**src/rtl/tcam_pkg.sv**
```systemverilog
`timescale 1ns/1ps
package tcam_pkg;
    // number of match-line segments per slot; fixed by the architecture
    localparam int unsigned SEG_COUNT = 4;
    // write commit delays that line each table part up with the stage that reads it
    localparam int unsigned LEN_COMMIT_DLY  = 1;
    localparam int unsigned DATA_COMMIT_DLY = 2;
endpackage

```
**src/rtl/tcam_key_table.sv**
```systemverilog
`timescale 1ns/1ps
module tcam_key_table
    import tcam_pkg::*;
#(
    parameter int unsigned KEY_W   = 32,
    parameter int unsigned ENTRIES = 8,
    parameter int unsigned IDX_W   = $clog2(ENTRIES),
    parameter int unsigned LEN_W   = $clog2(KEY_W + 1)
) (
    input  logic                                  clk,
    input  logic                                  rst_n,
    input  logic                                  wr_en,
    input  logic [IDX_W-1:0]                      wr_slot,
    input  logic [KEY_W-1:0]                      wr_value,
    input  logic [KEY_W-1:0]                      wr_mask,
    input  logic                                  wr_live,
    input  logic [KEY_W-1:0]                      probe_key,
    output logic [ENTRIES-1:0][SEG_COUNT-1:0]     seg_hit,
    output logic [ENTRIES-1:0][LEN_W-1:0]         pfx_len
);
    localparam int unsigned SEG_W = KEY_W / SEG_COUNT;

    logic [KEY_W-1:0] val_q  [ENTRIES];
    logic [KEY_W-1:0] msk_q  [ENTRIES];
    logic             live_q [ENTRIES];
    logic [LEN_W-1:0] len_q  [ENTRIES];

    // prefix length lands one edge after the compare fields (stage 2 reads it)
    logic             lw_en_q;
    logic [IDX_W-1:0] lw_slot_q;
    logic [LEN_W-1:0] lw_len_q;

    always_ff @(posedge clk) begin
        if (!rst_n) begin
            lw_en_q   <= 1'b0;
            lw_slot_q <= '0;
            lw_len_q  <= '0;
        end else begin
            lw_en_q   <= wr_en;
            lw_slot_q <= wr_slot;
            lw_len_q  <= LEN_W'($countones(wr_mask));
        end
    end

    genvar e, s;
    generate
        for (e = 0; e < ENTRIES; e++) begin : g_slot
            logic [KEY_W-1:0] diff;

            always_ff @(posedge clk) begin
                if (!rst_n) begin
                    live_q[e] <= 1'b0;
                end else if (wr_en && wr_slot == IDX_W'(e)) begin
                    live_q[e] <= wr_live;
                    val_q[e]  <= wr_value;
                    msk_q[e]  <= wr_mask;
                end
            end

            always_ff @(posedge clk) begin
                if (!rst_n) begin
                    len_q[e] <= '0;
                end else if (lw_en_q && lw_slot_q == IDX_W'(e)) begin
                    len_q[e] <= lw_len_q;
                end
            end

            assign diff       = (probe_key ^ val_q[e]) & msk_q[e];
            assign pfx_len[e] = len_q[e];

            for (s = 0; s < SEG_COUNT; s++) begin : g_seg
                assign seg_hit[e][s] = live_q[e] && (diff[s*SEG_W +: SEG_W] == '0);
            end
        end
    endgenerate
endmodule

```
**src/rtl/tcam_lpm_pick.sv**
```systemverilog
`timescale 1ns/1ps
module tcam_lpm_pick
    import tcam_pkg::*;
#(
    parameter int unsigned ENTRIES = 8,
    parameter int unsigned IDX_W   = $clog2(ENTRIES),
    parameter int unsigned LEN_W   = 6
) (
    input  logic [ENTRIES-1:0][SEG_COUNT-1:0] seg_hit,
    input  logic [ENTRIES-1:0][LEN_W-1:0]     pfx_len,
    output logic                              any_hit,
    output logic [IDX_W-1:0]                  win_idx
);
    logic [ENTRIES-1:0] slot_hit;
    logic [LEN_W-1:0]   best_len;

    genvar e;
    generate
        for (e = 0; e < ENTRIES; e++) begin : g_and
            assign slot_hit[e] = &seg_hit[e];
        end
    endgenerate

    // strict comparison keeps the lower slot on equal lengths
    always_comb begin
        any_hit  = 1'b0;
        best_len = '0;
        win_idx  = '0;
        for (int i = 0; i < ENTRIES; i++) begin
            if (slot_hit[i] && (!any_hit || pfx_len[i] > best_len)) begin
                any_hit  = 1'b1;
                best_len = pfx_len[i];
                win_idx  = IDX_W'(i);
            end
        end
    end
endmodule

```
**src/rtl/tcam_result_store.sv**
```systemverilog
`timescale 1ns/1ps
module tcam_result_store
    import tcam_pkg::*;
#(
    parameter int unsigned DATA_W  = 32,
    parameter int unsigned ENTRIES = 8,
    parameter int unsigned IDX_W   = $clog2(ENTRIES)
) (
    input  logic              clk,
    input  logic              rst_n,
    input  logic              wr_en,
    input  logic [IDX_W-1:0]  wr_slot,
    input  logic [DATA_W-1:0] wr_data,
    input  logic [IDX_W-1:0]  rd_idx,
    output logic [DATA_W-1:0] rd_data
);
    logic [DATA_W-1:0] mem [ENTRIES];

    logic              d_en   [DATA_COMMIT_DLY];
    logic [IDX_W-1:0]  d_slot [DATA_COMMIT_DLY];
    logic [DATA_W-1:0] d_data [DATA_COMMIT_DLY];

    genvar k;
    generate
        for (k = 0; k < DATA_COMMIT_DLY; k++) begin : g_dly
            always_ff @(posedge clk) begin
                if (!rst_n) begin
                    d_en[k]   <= 1'b0;
                    d_slot[k] <= '0;
                    d_data[k] <= '0;
                end else if (k == 0) begin
                    d_en[k]   <= wr_en;
                    d_slot[k] <= wr_slot;
                    d_data[k] <= wr_data;
                end else begin
                    d_en[k]   <= d_en[k-1];
                    d_slot[k] <= d_slot[k-1];
                    d_data[k] <= d_data[k-1];
                end
            end
        end
    endgenerate

    always_ff @(posedge clk) begin
        if (d_en[DATA_COMMIT_DLY-1]) begin
            mem[d_slot[DATA_COMMIT_DLY-1]] <= d_data[DATA_COMMIT_DLY-1];
        end
    end

    assign rd_data = mem[rd_idx];
endmodule

```
**src/rtl/tcam_lpm_engine.sv**
```systemverilog
`timescale 1ns/1ps
module tcam_lpm_engine
    import tcam_pkg::*;
#(
    parameter int unsigned KEY_W   = 32,
    parameter int unsigned ENTRIES = 8
) (
    input  logic                        clk,
    input  logic                        rst_n,
    input  logic                        wr_en,
    input  logic [$clog2(ENTRIES)-1:0]  wr_slot,
    input  logic [KEY_W-1:0]            wr_value,
    input  logic [KEY_W-1:0]            wr_mask,
    input  logic                        wr_live,
    input  logic [KEY_W-1:0]            wr_data,
    input  logic                        key_valid,
    output logic                        key_ready,
    input  logic [KEY_W-1:0]            key,
    output logic                        res_valid,
    output logic                        res_hit,
    output logic [KEY_W-1:0]            res_data
);
    localparam int unsigned DATA_W = KEY_W;
    localparam int unsigned IDX_W  = $clog2(ENTRIES);
    localparam int unsigned LEN_W  = $clog2(KEY_W + 1);

    logic [ENTRIES-1:0][SEG_COUNT-1:0] seg_hit;
    logic [ENTRIES-1:0][LEN_W-1:0]     pfx_len;
    logic [ENTRIES-1:0][SEG_COUNT-1:0] s1_seg;
    logic                              s1_vld;
    logic                              pick_any;
    logic [IDX_W-1:0]                  pick_idx;
    logic                              s2_vld;
    logic                              s2_hit;
    logic [IDX_W-1:0]                  s2_idx;
    logic [DATA_W-1:0]                 rd_data;

    assign key_ready = 1'b1;

    tcam_key_table #(
        .KEY_W(KEY_W), .ENTRIES(ENTRIES), .IDX_W(IDX_W), .LEN_W(LEN_W)
    ) u_table (
        .clk(clk), .rst_n(rst_n),
        .wr_en(wr_en), .wr_slot(wr_slot), .wr_value(wr_value),
        .wr_mask(wr_mask), .wr_live(wr_live),
        .probe_key(key), .seg_hit(seg_hit), .pfx_len(pfx_len)
    );

    // stage 1: segment compare
    always_ff @(posedge clk) begin
        if (!rst_n) begin
            s1_vld <= 1'b0;
            s1_seg <= '0;
        end else begin
            s1_vld <= key_valid;
            s1_seg <= seg_hit;
        end
    end

    tcam_lpm_pick #(
        .ENTRIES(ENTRIES), .IDX_W(IDX_W), .LEN_W(LEN_W)
    ) u_pick (
        .seg_hit(s1_seg), .pfx_len(pfx_len),
        .any_hit(pick_any), .win_idx(pick_idx)
    );

    // stage 2: combine segments, select longest prefix
    always_ff @(posedge clk) begin
        if (!rst_n) begin
            s2_vld <= 1'b0;
            s2_hit <= 1'b0;
            s2_idx <= '0;
        end else begin
            s2_vld <= s1_vld;
            s2_hit <= s1_vld && pick_any;
            s2_idx <= pick_idx;
        end
    end

    tcam_result_store #(
        .DATA_W(DATA_W), .ENTRIES(ENTRIES), .IDX_W(IDX_W)
    ) u_store (
        .clk(clk), .rst_n(rst_n),
        .wr_en(wr_en), .wr_slot(wr_slot), .wr_data(wr_data),
        .rd_idx(s2_idx), .rd_data(rd_data)
    );

    // stage 3: result read and output register
    always_ff @(posedge clk) begin
        if (!rst_n) begin
            res_valid <= 1'b0;
            res_hit   <= 1'b0;
            res_data  <= '0;
        end else begin
            res_valid <= s2_vld;
            res_hit   <= s2_vld && s2_hit;
            res_data  <= (s2_vld && s2_hit) ? rd_data : '0;
        end
    end
endmodule

```
**config.mk**
```make
export PLATFORM = sky130hd
export DESIGN_NAME = tcam_lpm_engine
export DESIGN_NICKNAME = d
export VERILOG_FILES = /design/src/rtl/tcam_pkg.sv /design/src/rtl/tcam_key_table.sv /design/src/rtl/tcam_lpm_pick.sv /design/src/rtl/tcam_result_store.sv /design/src/rtl/tcam_lpm_engine.sv
export SDC_FILE = /design/constraint.sdc
export NUM_CORES = 1
export LEC_CHECK = 0
export BUFFER_PORTS_ARGS = -buffer_cell sky130_fd_sc_hd__buf_2
export CORE_AREA = 2 2 173 345
export CTS_CLUSTER_SIZE = 14
export DETAILED_ROUTE_END_ITERATION = 6
export DIE_AREA = 0 0 175 347
export GPL_TIMING_DRIVEN = 0
export PLACE_DENSITY_LB_ADDON = 0.15
export SLEW_MARGIN = 10
export SYNTH_ARGS = -nofsm -noshare
export SYNTH_HDL_FRONTEND = slang
export SYNTH_SLANG_ARGS = --single-unit
```
**constraint.sdc**
```tcl
create_clock -name clk -period 23 [get_ports clk]
set_input_delay 0 -clock clk [delete_from_list [all_inputs] [get_ports clk]]
set_output_delay 0 -clock clk [all_outputs]
set_load 0.02 [all_outputs]
```
==> results.yml <==
clock_tree:
  cts_buffer_depth: 3
  htree_num_levels: 3
  cts_tree: "done"
  cts_setup_buffers: 0
  insertion_delay_ns: 0.63
  clkTransAtPathRegs_ns: 0.06
  cts.repair.resized: 0
  cts_root_buf: "clkbuf_16"
  numCtsBuffers: 83
  clock_sinks: 975
  hold_buffers: 103
finish:
  fillers: 3409
  final_cell_mix: "edfxtp_1, xor2_1, dfxtp_1"
  layout_commonest_cell: "edfxtp_1"
  fin_nets: 2726
  utilization: 0.748
  drive_above_1_share: 0.156
  area_delta_synth_final_pct: 15.7
  final_cells: 3324
die:
  fp-row-count: 125
  die_area_mm2: 0.0607
  design.core.area_mm2: 0.0580
  start_util: 0.646
  die_h_um: 347
  die_w_um: 175
  io_pins: 171
placement:
  dp_hpwl_um: 57900
  numPortBuffers: 137
  gp_congestion: 0.889
  dpl_worst_slack_ns: 10.56
  dpl.cell_count: 3072
synth:
  async_flop_share: 0
  synth_cells: 2143
  ys_warn_count: 0
  synth.distinct_cells: 61
  synth_top_flop_cell: "edfxtp_1"
  synth_area_mm2: 0.0375
  seq_area_frac_synth: 0.740
  syn-mean-instance-area_um2: 17.5
  synth_edf_count: 823
  syn-num-nets: 2371
  synth_seq_cells: 975
route:
  antenna_violating_nets_post_route: 0
  viasPerCell: 5.85
  wl_per_cell_um: 24.8
  wl_um: 82400
  drt_iter0_drc: 1429
  drc_errors: 1
  vias: 19500
  dr.pass1.iters: 7
setup_path:
  path_buf_inv: 6
  r2r_cells: 55
  critPathKind: "flop to flop"
  start_kind: "flop"
  critPathTopFamily: "compound AO/OA/AOI/OAI gates"
  worstPathMaxFanout: 10
  cp_slowest_cell: "o21bai_1"
  critPathArrivalTime_ns: 12.99
  reg2reg_slack_ns: 10.49
  crit_path_max_incr_delay_ns: 0.48
  crit-reg2reg-launch: "s1_seg[2]"
  crit_top_cell: "ha_1"
  endpoint_kind: "flop"
  crit_path_start: "s1_seg[2]"
  rr_endpoint: "s2_idx[2]"
  crit_required_ns: 23.48
sta:
  tns_ns: 0
  fmax_mhz: 79.9
  fin_ws_ns: 10.49
  rsz0062_at_grt: "false"
  hold_viol: 0
  tightest_slew_ns: 1.22
  hold_slack_ns: 0.0805
  skew_ns: 0.0179
  slew-limit-headroom: 0.180
  final.period_utilization: 0.544
  slew_violations: 0
  setup-violations-final: 0
  min_period_ns: 12.51
power:
  power_leakage_uw: 0.0157
  pwr-share-seq: 0.552
  peakVddDrop_v: 0.0000887
  cell_internal_pwr_uw: 2800
  power.density_mw_per_mm2: 82.9
  pwr-share-comb: 0.083
  p_sw_frac: 0.222
  p_switching_uw: 797
  pwr-share-clk: 0.366
outcome:
  outcome: "complete, but fails checks"
  violations: "DRC"
global_routing:
  grtUsageTotal: 0.276
  grt_pass1_wl_um: 123000
  antenna_found_initial: 5
  grt_pass1_vias: 20900
  grt-ovfl-total: 0
  grt_max_degree: 37
run:
  maxCapViolCount: 0
hold_path:
  hold_path_class: "input port to flop"
  hold_start: "key[8]"
  whs_endpoint: "s1_seg[5]"
  hold_depth: 4
==> worst max path at each step <==
stage / to / slack, ns / cells after the start
2_1_floorplan: s2_idx[1] / 12.77 / 57
3_3_place_gp: s2_idx[2] / 10.78 / 54
3_5_place_dp: s2_idx[2] / 10.56 / 54
4_1_cts: s2_idx[2] / 10.49 / 54
5_1_grt: s2_idx[1] / 9.62 / 55
6_report: s2_idx[2] / 10.49 / 55
==> per-stage QoR <==
step           instance area (um2)  total power (uW)
4_1_cts                      43400              3610
2_1_floorplan                37500              2190
5_1_grt                      43400              3720
3_3_place_gp                 39100              2290
3_5_place_dp                 39800              2300
6_report                     43400              3600
==> state kept, by name (all words and copies together) (netlist names), 8 cells and up <==
name            flops
u_table.live_q      8
u_store.d_data     64
u_table.len_q      48
s1_seg             32
res_data           32
u_store.mem       256
u_table.val_q     256
u_table.msk_q     256
==> cells in the mapped netlist (all sizes together) (20+ instances only) <==
| cell | number | area [um2] |
|---|---|---|
| a21oi | 45 | 229 |
| a221oi | 39 | 373 |
| a222oi | 32 | 320 |
| a22o | 33 | 289 |
| and2 | 133 | 832 |
| and3 | 34 | 213 |
| buf | 28 | 135 |
| clkbuf | 48 | 180 |
| dfxtp | 152 | 3040 |
| edfxtp | 823 | 24700 |
| fa | 26 | 521 |
| ha | 66 | 826 |
| inv | 55 | 206 |
| mux2i | 34 | 340 |
| mux4 | 64 | 1440 |
| nand2 | 45 | 169 |
| nor2 | 73 | 274 |
| o21ai | 20 | 100 |
| xor2 | 256 | 2240 |
==> area by class of cell <==
cell class / instances / area [um2] / area share
inverters: 55 / 206 / 0.00476
multi-input cells: 1037 / 9330 / 0.215
clock buffers: 132 / 2400 / 0.0553
repair buffers: 270 / 2320 / 0.0534
diodes: 3 / 7.51 / 0.000173
plain buffers: 76 / 315 / 0.00727
clock inverters: 14 / 104 / 0.00239
well taps: 762 / 953 / 0.0220
flip-flops and latches: 975 / 27800 / 0.640
==> power by group through the flow <==
stage	Sequential, uW	Clock, uW	Combinational (uW)
after global placement	2020	0	266
after floorplan	2000	0	189
after global routing	1990	1400	335
after CTS	1980	1330	298
final	1980	1310	297
after detailed placement	2020	0	279
==> kinds of logic after synthesis <==
family                   share of synthesized area
multiplexers                                0.0490
AND/OR/NAND/NOR                             0.0497
flip-flops                                   0.740
other                                     0.000100
buffers and inverters                       0.0139
XOR/XNOR                                    0.0605
adder cells (fa/ha/maj)                     0.0359
AO/OA/AOI/OAI                               0.0506
==> metal layers <==
metal | global-route usage | wire length [um]
met5 | 0 | 51
met4 | 0.141 | 4400
met3 | 0.0425 | 3490
met2 | 0.537 | 47000
met1 | 0.280 | 27400
==> worst reg2reg max path: cells and delay by family, from the launching register on <==
| family | cells | cell delay, ns |
|---|---|---|
| adders and majority gates | 7 | 2.12 |
| DFF | 1 | 0.34 |
| muxes | 1 | 0.36 |
| buffers and inverters | 6 | 1.55 |
| and+or+nand+nor | 10 | 1.51 |
| AOI/OAI and AO/OA | 31 | 6.46 |
Power figures use the tool's default switching activity.
